<file path="config.mk">
export PLATFORM = sky130hd
export DESIGN_NAME = skip_detector
export DESIGN_NICKNAME = d
export VERILOG_FILES = /design/src/rtl/skip_pkg.sv /design/src/rtl/skip_ctrl.sv /design/src/rtl/skip_datapath.sv /design/src/rtl/skip_detector.sv
export SDC_FILE = /design/constraint.sdc
export NUM_CORES = 1
export LEC_CHECK = 0
export ABC_AREA = 1
export BUFFER_PORTS_ARGS = -buffer_cell sky130_fd_sc_hd__clkbuf_2
export CAP_MARGIN = 20
export CELL_PAD_IN_SITES_DETAIL_PLACEMENT = 1
export CELL_PAD_IN_SITES_GLOBAL_PLACEMENT = 1
export CORE_MARGIN = 2
export CORE_UTILIZATION = 39
export CTS_CLUSTER_DIAMETER = 150
export CTS_CLUSTER_SIZE = 25
export DETAILED_ROUTE_END_ITERATION = 10
export PLACE_DENSITY = 0.84
export SLEW_MARGIN = 20
export SYNTH_ARGS = -nofsm -noshare
export SYNTH_HDL_FRONTEND = slang
export SYNTH_SLANG_ARGS = --single-unit
</file>
<file path="constraint.sdc">
create_clock -name clk -period 2.6 [get_ports clk]
set_input_delay 0.52 -clock clk [delete_from_list [all_inputs] [get_ports clk]]
set_output_delay 0.52 -clock clk [all_outputs]
set_load 0.02 [all_outputs]
</file>
<file path="src/rtl/skip_pkg.sv">
package skip_pkg;

  // Strobes from the control to the datapath, one cycle each.
  typedef struct packed {
    logic accept;     // an instruction is taken this cycle
    logic firstSlot;  // it is the first of its block
    logic endBlock;   // it closes the block
    logic flush;      // fold the window into a report and clear it
  } strobe_t;

endpackage

</file>
<file path="src/rtl/skip_ctrl.sv">
module skip_ctrl
  import skip_pkg::*;
#(
  parameter int WIN = 8,
  localparam int SLOT_W = (WIN > 1) ? $clog2(WIN) : 1
) (
  input  logic              clk,
  input  logic              rstN,
  input  logic              retVld,
  input  logic              takenBranch,
  output logic              retRdy,
  output logic [SLOT_W-1:0] slot,
  output strobe_t           strb
);

  logic              flushing;
  logic [SLOT_W-1:0] slotIdx;
  logic              lastSlot;

  assign lastSlot = (slotIdx == SLOT_W'(WIN - 1));

  always_comb begin
    strb           = '0;
    strb.accept    = retVld & ~flushing;
    strb.firstSlot = strb.accept & (slotIdx == '0);
    strb.endBlock  = strb.accept & (lastSlot | takenBranch);
    strb.flush     = flushing;
  end

  assign retRdy = ~flushing;
  assign slot   = slotIdx;

  always_ff @(posedge clk or negedge rstN) begin
    if (!rstN) begin
      flushing <= 1'b0;
      slotIdx  <= '0;
    end else if (flushing) begin
      flushing <= 1'b0;
    end else if (strb.accept) begin
      if (strb.endBlock) begin
        flushing <= 1'b1;
        slotIdx  <= '0;
      end else begin
        slotIdx  <= slotIdx + 1'b1;
      end
    end
  end

  AST_STALL_AFTER_END: assert property (@(posedge clk) disable iff (!rstN)
    strb.endBlock |=> !retRdy);

  AST_SINGLE_STALL: assert property (@(posedge clk) disable iff (!rstN)
    !retRdy |=> retRdy);

  AST_EIGHTH_CLOSES: assert property (@(posedge clk) disable iff (!rstN)
    (strb.accept && lastSlot) |=> (slotIdx == '0));

endmodule

</file>
<file path="src/rtl/skip_datapath.sv">
module skip_datapath
  import skip_pkg::*;
#(
  parameter int NUM_REGS = 32,
  parameter int WIN      = 8,
  parameter int DATA_W   = 32,
  parameter int PC_W     = 32,
  localparam int REG_AW  = $clog2(NUM_REGS),
  localparam int SLOT_W  = (WIN > 1) ? $clog2(WIN) : 1,
  localparam int CNT_W   = SLOT_W + 1
) (
  input  logic              clk,
  input  logic              rstN,
  input  strobe_t           strb,
  input  logic [SLOT_W-1:0] slot,
  input  logic [PC_W-1:0]   retPc,
  input  logic [PC_W-1:0]   retNextPc,
  input  logic              retDstEn,
  input  logic [REG_AW-1:0] retDst,
  input  logic              retSrcAEn,
  input  logic [REG_AW-1:0] retSrcA,
  input  logic              retSrcBEn,
  input  logic [REG_AW-1:0] retSrcB,
  input  logic [DATA_W-1:0] retResult,
  input  logic [DATA_W-1:0] retOldVal,
  input  logic              retIsBranch,
  input  logic              retBrCorrect,
  input  logic              retIsStore,
  output logic              rptVld,
  output logic [WIN-1:0]    rptMask,
  output logic [CNT_W-1:0]  rptCount,
  output logic [PC_W-1:0]   rptStartPc,
  output logic [PC_W-1:0]   rptNextPc
);

  // Last-writer record per architectural register
  logic [NUM_REGS-1:0] recValid;
  logic [NUM_REGS-1:0] recRef;
  logic [SLOT_W-1:0]   recSlot [NUM_REGS];

  // Per-slot classification state
  logic [WIN-1:0] slotValid;
  logic [WIN-1:0] nonMod;
  logic [WIN-1:0] brOk;
  logic [WIN-1:0] dead;
  logic [WIN-1:0] storeV;
  logic [WIN-1:0] consMask [WIN];

  logic [PC_W-1:0] startPcHold;
  logic [PC_W-1:0] nextPcHold;

  // Hazard decode for the incoming instruction
  logic srcAHit, srcBHit, selfRead, deadHit;

  assign srcAHit  = retSrcAEn & recValid[retSrcA];
  assign srcBHit  = retSrcBEn & recValid[retSrcB];
  assign selfRead = (retSrcAEn & (retSrcA == retDst)) |
                    (retSrcBEn & (retSrcB == retDst));
  assign deadHit  = retDstEn & recValid[retDst] & ~recRef[retDst] & ~selfRead;

  // Fold window into a skip mask
  logic [WIN-1:0]   direct;
  logic [WIN-1:0]   chained;
  logic [WIN-1:0]   foldMask;
  logic [CNT_W-1:0] foldCount;

  assign direct = nonMod | brOk | dead;

  generate
    for (genvar i = 0; i < WIN; i++) begin : g_fold
      assign chained[i]  = (|consMask[i]) && ((consMask[i] & ~(direct & ~storeV)) == '0);
      assign foldMask[i] = slotValid[i] & ~storeV[i] & (direct[i] | chained[i]);
    end
  endgenerate

  always_comb begin
    foldCount = '0;
    for (int i = 0; i < WIN; i++) begin
      foldCount = foldCount + CNT_W'(slotValid[i]);
    end
  end

  // Register records
  always_ff @(posedge clk or negedge rstN) begin
    if (!rstN) begin
      recValid <= '0;
      recRef   <= '0;
      for (int r = 0; r < NUM_REGS; r++) recSlot[r] <= '0;
    end else if (strb.flush) begin
      recValid <= '0;
      recRef   <= '0;
    end else if (strb.accept) begin
      if (srcAHit) recRef[retSrcA] <= 1'b1;
      if (srcBHit) recRef[retSrcB] <= 1'b1;
      if (retDstEn) begin
        recValid[retDst] <= 1'b1;
        recRef[retDst]   <= 1'b0;
        recSlot[retDst]  <= slot;
      end
    end
  end

  // Slot state
  always_ff @(posedge clk or negedge rstN) begin
    if (!rstN) begin
      slotValid <= '0;
      nonMod    <= '0;
      brOk      <= '0;
      dead      <= '0;
      storeV    <= '0;
      for (int i = 0; i < WIN; i++) consMask[i] <= '0;
    end else if (strb.flush) begin
      slotValid <= '0;
      nonMod    <= '0;
      brOk      <= '0;
      dead      <= '0;
      storeV    <= '0;
      for (int i = 0; i < WIN; i++) consMask[i] <= '0;
    end else if (strb.accept) begin
      slotValid[slot] <= 1'b1;
      nonMod[slot]    <= retDstEn & (retResult == retOldVal);
      brOk[slot]      <= retIsBranch & retBrCorrect;
      storeV[slot]    <= retIsStore;
      if (srcAHit) consMask[recSlot[retSrcA]][slot] <= 1'b1;
      if (srcBHit) consMask[recSlot[retSrcB]][slot] <= 1'b1;
      if (deadHit) dead[recSlot[retDst]] <= 1'b1;
    end
  end

  // Block addresses
  always_ff @(posedge clk or negedge rstN) begin
    if (!rstN) begin
      startPcHold <= '0;
      nextPcHold  <= '0;
    end else begin
      if (strb.firstSlot) startPcHold <= retPc;
      if (strb.endBlock)  nextPcHold  <= retNextPc;
    end
  end

  // Report registers
  always_ff @(posedge clk or negedge rstN) begin
    if (!rstN) begin
      rptVld     <= 1'b0;
      rptMask    <= '0;
      rptCount   <= '0;
      rptStartPc <= '0;
      rptNextPc  <= '0;
    end else begin
      rptVld <= strb.flush;
      if (strb.flush) begin
        rptMask    <= foldMask;
        rptCount   <= foldCount;
        rptStartPc <= startPcHold;
        rptNextPc  <= nextPcHold;
      end
    end
  end

  AST_NONMOD_REPORTED: assert property (@(posedge clk) disable iff (!rstN)
    rptVld |-> ((rptMask & $past(nonMod & slotValid & ~storeV)) ==
                $past(nonMod & slotValid & ~storeV)));

  AST_DEAD_REPORTED: assert property (@(posedge clk) disable iff (!rstN)
    rptVld |-> ((rptMask & $past(dead & slotValid & ~storeV)) ==
                $past(dead & slotValid & ~storeV)));

  AST_BRANCH_REPORTED: assert property (@(posedge clk) disable iff (!rstN)
    rptVld |-> ((rptMask & $past(brOk & slotValid & ~storeV)) ==
                $past(brOk & slotValid & ~storeV)));

  AST_STORE_KEPT: assert property (@(posedge clk) disable iff (!rstN)
    rptVld |-> ((rptMask & $past(storeV)) == '0));

  AST_TAIL_CLEAR: assert property (@(posedge clk) disable iff (!rstN)
    rptVld |-> ((rptMask >> rptCount) == '0));

  AST_RPT_PULSE: assert property (@(posedge clk) disable iff (!rstN)
    rptVld |=> !rptVld);

  AST_WINDOW_CLEARED: assert property (@(posedge clk) disable iff (!rstN)
    rptVld |-> (slotValid == '0 && recValid == '0));

endmodule

</file>
<file path="src/rtl/skip_detector.sv">
module skip_detector
  import skip_pkg::*;
#(
  parameter int NUM_REGS = 32,
  parameter int WIN      = 8,
  parameter int DATA_W   = 32,
  parameter int PC_W     = 32,
  localparam int REG_AW  = $clog2(NUM_REGS),
  localparam int SLOT_W  = (WIN > 1) ? $clog2(WIN) : 1
) (
  input  logic              clk,
  input  logic              rstN,
  input  logic              retVld,
  output logic              retRdy,
  input  logic [PC_W-1:0]   retPc,
  input  logic [PC_W-1:0]   retNextPc,
  input  logic              retDstEn,
  input  logic [REG_AW-1:0] retDst,
  input  logic              retSrcAEn,
  input  logic [REG_AW-1:0] retSrcA,
  input  logic              retSrcBEn,
  input  logic [REG_AW-1:0] retSrcB,
  input  logic [DATA_W-1:0] retResult,
  input  logic [DATA_W-1:0] retOldVal,
  input  logic              retIsBranch,
  input  logic              retBrCorrect,
  input  logic              retBrTaken,
  input  logic              retIsStore,
  output logic              rptVld,
  output logic [WIN-1:0]    rptMask,
  output logic [SLOT_W:0]   rptCount,
  output logic [PC_W-1:0]   rptStartPc,
  output logic [PC_W-1:0]   rptNextPc
);

  strobe_t           strb;
  logic [SLOT_W-1:0] slot;

  skip_ctrl #(.WIN(WIN)) u_ctrl (
    .clk         (clk),
    .rstN        (rstN),
    .retVld      (retVld),
    .takenBranch (retIsBranch & retBrTaken),
    .retRdy      (retRdy),
    .slot        (slot),
    .strb        (strb)
  );

  skip_datapath #(
    .NUM_REGS (NUM_REGS),
    .WIN      (WIN),
    .DATA_W   (DATA_W),
    .PC_W     (PC_W)
  ) u_dp (
    .clk          (clk),
    .rstN         (rstN),
    .strb         (strb),
    .slot         (slot),
    .retPc        (retPc),
    .retNextPc    (retNextPc),
    .retDstEn     (retDstEn),
    .retDst       (retDst),
    .retSrcAEn    (retSrcAEn),
    .retSrcA      (retSrcA),
    .retSrcBEn    (retSrcBEn),
    .retSrcB      (retSrcB),
    .retResult    (retResult),
    .retOldVal    (retOldVal),
    .retIsBranch  (retIsBranch),
    .retBrCorrect (retBrCorrect),
    .retIsStore   (retIsStore),
    .rptVld       (rptVld),
    .rptMask      (rptMask),
    .rptCount     (rptCount),
    .rptStartPc   (rptStartPc),
    .rptNextPc    (rptNextPc)
  );

endmodule

</file>
==> results.md <==
* Status: complete, but fails checks
* Worst-Margin Slew at 0.800 ns
* Maximum fanout along the worst path at 2
* Antenna diode count at 0
* Antenna Violating Nets Remaining at 0
* Initial antenna violation count at 2
* Net Count, Synth at 3433
* Data arrival, critical path at 3.35 ns
* Area Growth Syn to Fin at 17.8%
* Vias at 24.2k
* TritonCTS clock tree: built
* # rows at 88
* Fraction of layout cells with a size suffix above 1 at 16.3%
* FMAX at 352 MHz
* Vert. Die Dim at 246 um
* CTS Buf Count at 20
* Max Buffers Root-to-Sink at 3
* Final RePlAce weighted congestion at 0.967
* Commonest cells in the netlist: 1577 x nand2_1, 409 x dfrtp_1, 245 x o21ai_0
* Wire per inst at 21.8 um
* Cells after Synth at 3270
* Die area at 0.0604 mm2
* Crit path launch type: flop
* Design Power at 19.8 mW
* Drt pass-1 iters at 6
* Failing checks: negative setup slack
* Sequential-to-total area share from yosys stat at 44.9%
* Slowest-stage cell, CP: fa_1
* Fin Setup TNS at -0.396 ns
* DR vias/cell at 5.54
* Clock Skew at 0.0300 ns
* Worst-Skew Late Latency at 0.59 ns
* Hold Slack at 0.132 ns
* Cell variety after synth at 45
* Top-area cell type share of the netlist area at 44.9%
* Final Hold Viols at 0
* Kind of critical path: flop to flop
* FFs w/ async S/R, synth at 100%
* Wirelength, routed at 95200 um
* DR iter-0 viols at 1923
* Total grt overflow at 0
* Max incr delay on CP at 0.51 ns
* Top routing layer used: met5
* Buffers on Ports at 230
* Core Region at 0.0578 mm2
* Fillers at 7560
* DP HPWL at 70800 um
* Die Span X at 246 um
* WL met1 at 39400 um
* Clk pin slew, worst setup/hold paths at 0.11 ns
* Place WS at -0.276 ns
* Post-synth EDFFs at 0
* Top-count cell post-synth: nand2_1
* Max-Cap Viols at 0
* GRT Overall Usage at 31.6%
* Fin. max-slew vios at 0
* Yosys Warn Count at 0
* Fin cells at 4357
* Placement Cell Area at 0.0263 mm2
* Worst VDD drop at 0.610 mV
* Leak pwr at 14.0 nW
* RSZ-0062 raised after global routing: yes
* Element type at the critical path end: flop
* Most used DFF post-synth: dfrtp_1
* Initial Util at 39.5%
* Pwr/cell area at 736 mW/mm2
* CTS sink cnt at 409
* Cell taking the most area after synthesis: dfrtp_1
* #FFs+latches synth at 409
* Mapped cell area at 0.0228 mm2
* Largest net degree at the start of global routing at 95
* Met2 wire len at 43500 um
* Flop-to-flop setup slack at -0.24 ns
* Clk Tree Root Cell: clkbuf_16
* Vias in the first global route at 24.9k
* Mean post-synth cell area at 6.98 um2
* Period Utilization, post-route at 109%
* # placed instances at 4330
* Fin area at 0.0269 mm2
* Crit path time final at 2.84 ns
* Required @ worst endpoint at 3.10 ns
* First-pass GRT wire length at 147000 um
* Post-route DRC at 0
* Final setup fails at 2
* I/O pins at 231
* Final Net Count at 3752
* Setup WS post-layout at -0.240 ns
* H-tree depth at 1
* Hold Path Class: input port to flop
* WL met3 at 8510 um
* Synth area leaders: dfrtp_1 45%, nand2_1 26%, o21ai_0 5.4%
* Slew headroom at 46.5%
* Final core utilization at 46.5%
* Worst-path cell chain: ha_1 -> inv_2 -> fa_1 -> fa_1 -> inv_1 -> fa_2 -> inv_2 -> fa_2 -> o21ai_2
## worst max-delay path, delay by kind of cell (launching register included)
family	cells	cell delay, ns
AOI/OAI and AO/OA	1	0.14
DFF	1	0.42
buffers and inverters	3	0.17
adders and majority gates	5	2.03
## path summary, 6_finish.rpt
path / start / cells past startpoint / endpoint
min: retNextPc[2] / 3 / u_dp.nextPcHold[2]$_DFFE_PN0P_
min in group asynchronous: rstN / 2 / u_dp.nextPcHold[3]$_DFFE_PN0P_
max: u_dp.slotValid[0]$_DFFE_PN0P_ / 9 / u_dp.rptCount[1]$_DFFE_PN0P_
min reg2reg: u_dp.nextPcHold[5]$_DFFE_PN0P_ / 2 / u_dp.nextPcHold[5]$_DFFE_PN0P_
max in group asynchronous: rstN / 3 / u_dp.rptMask[0]$_DFFE_PN0P_
max reg2reg: u_dp.slotValid[0]$_DFFE_PN0P_ / 9 / u_dp.rptCount[1]$_DFFE_PN0P_
## flip-flops by register name, summed over array words and instances, names as in the netlist, 32 cells and up
signal,cells
u_dp.recSlot,96
u_dp.consMask,64
u_dp.nextPcHold,32
u_dp.recRef,32
u_dp.recValid,32
u_dp.rptNextPc,32
u_dp.rptStartPc,32
u_dp.startPcHold,32
## cell families (layout without fill, tap and decap cells)
logic type | count (synthesis) | after routing | share of synthesized area [%]
AND/OR/NAND/NOR | 1967 | 1967 | 34.7
AO/OA/AOI/OAI | 453 | 453 | 10.7
flip-flops | 409 | 409 | 44.9
buffers and inverters | 387 | 709 | 6.97
multiplexers | 32 | 32 | 1.58
XOR/XNOR | 12 | 12 | 0.461
adder cells (fa/ha/maj) | 10 | 10 | 0.680
## placed cells by master, fill, tap and decap left out, types with 3 or more instances in the layout
cell type and instances:
a21oi_1 71, a221oi_1 8, a22oi_1 24, buf_12 33
buf_4 177, clkbuf_16 20, clkbuf_2 229, dfrtp_1 408
ha_1 6, inv_1 216, inv_2 23, mux2_2 32
nand2_1 1577, nand2_2 8, nand2_4 3, nand3_1 113
nand3b_1 3, nand4_1 27, nor2_1 129, nor2_2 27
nor2_4 7, nor3_1 41, nor3_2 10, nor4_1 17
o21ai_0 242, o21ai_1 53, o21bai_1 3, o22ai_1 39
or2_2 3, xor2_1 9
## cell type report
cell class              instances  area [um2]  share of cell area [%]
inverters                     243         917                    3.41
clock inverters                 3        62.6                   0.233
repair buffers                441        3160                    11.8
clock buffers                  22         508                    1.89
multi-input cells            2474       11000                    41.1
well taps                     765         957                    3.56
flip-flops and latches        409       10200                    38.1
## timing repair
item                                    CTS  global route
endpoints found under the setup margin    2             2
pin swaps                                 2             1
hold buffers                              1             0
hold endpoints to repair                 26             0
setup buffers                             0             1
resized for setup                         5             3
## routing by layer
layer  GRT usage, %  vias to the layer above
li1               -                    11000
met1           42.0                    12000
met2           50.9                     1035
met3           6.65                      210
met4           11.5                        2
met5              0                        -
## power by group
group          switching [mW]  internal [mW]
sequential               1.17           7.83
combinational            4.67           2.33
clock                    2.26           1.53
Note: power is estimated with default switching activity, not from simulation.
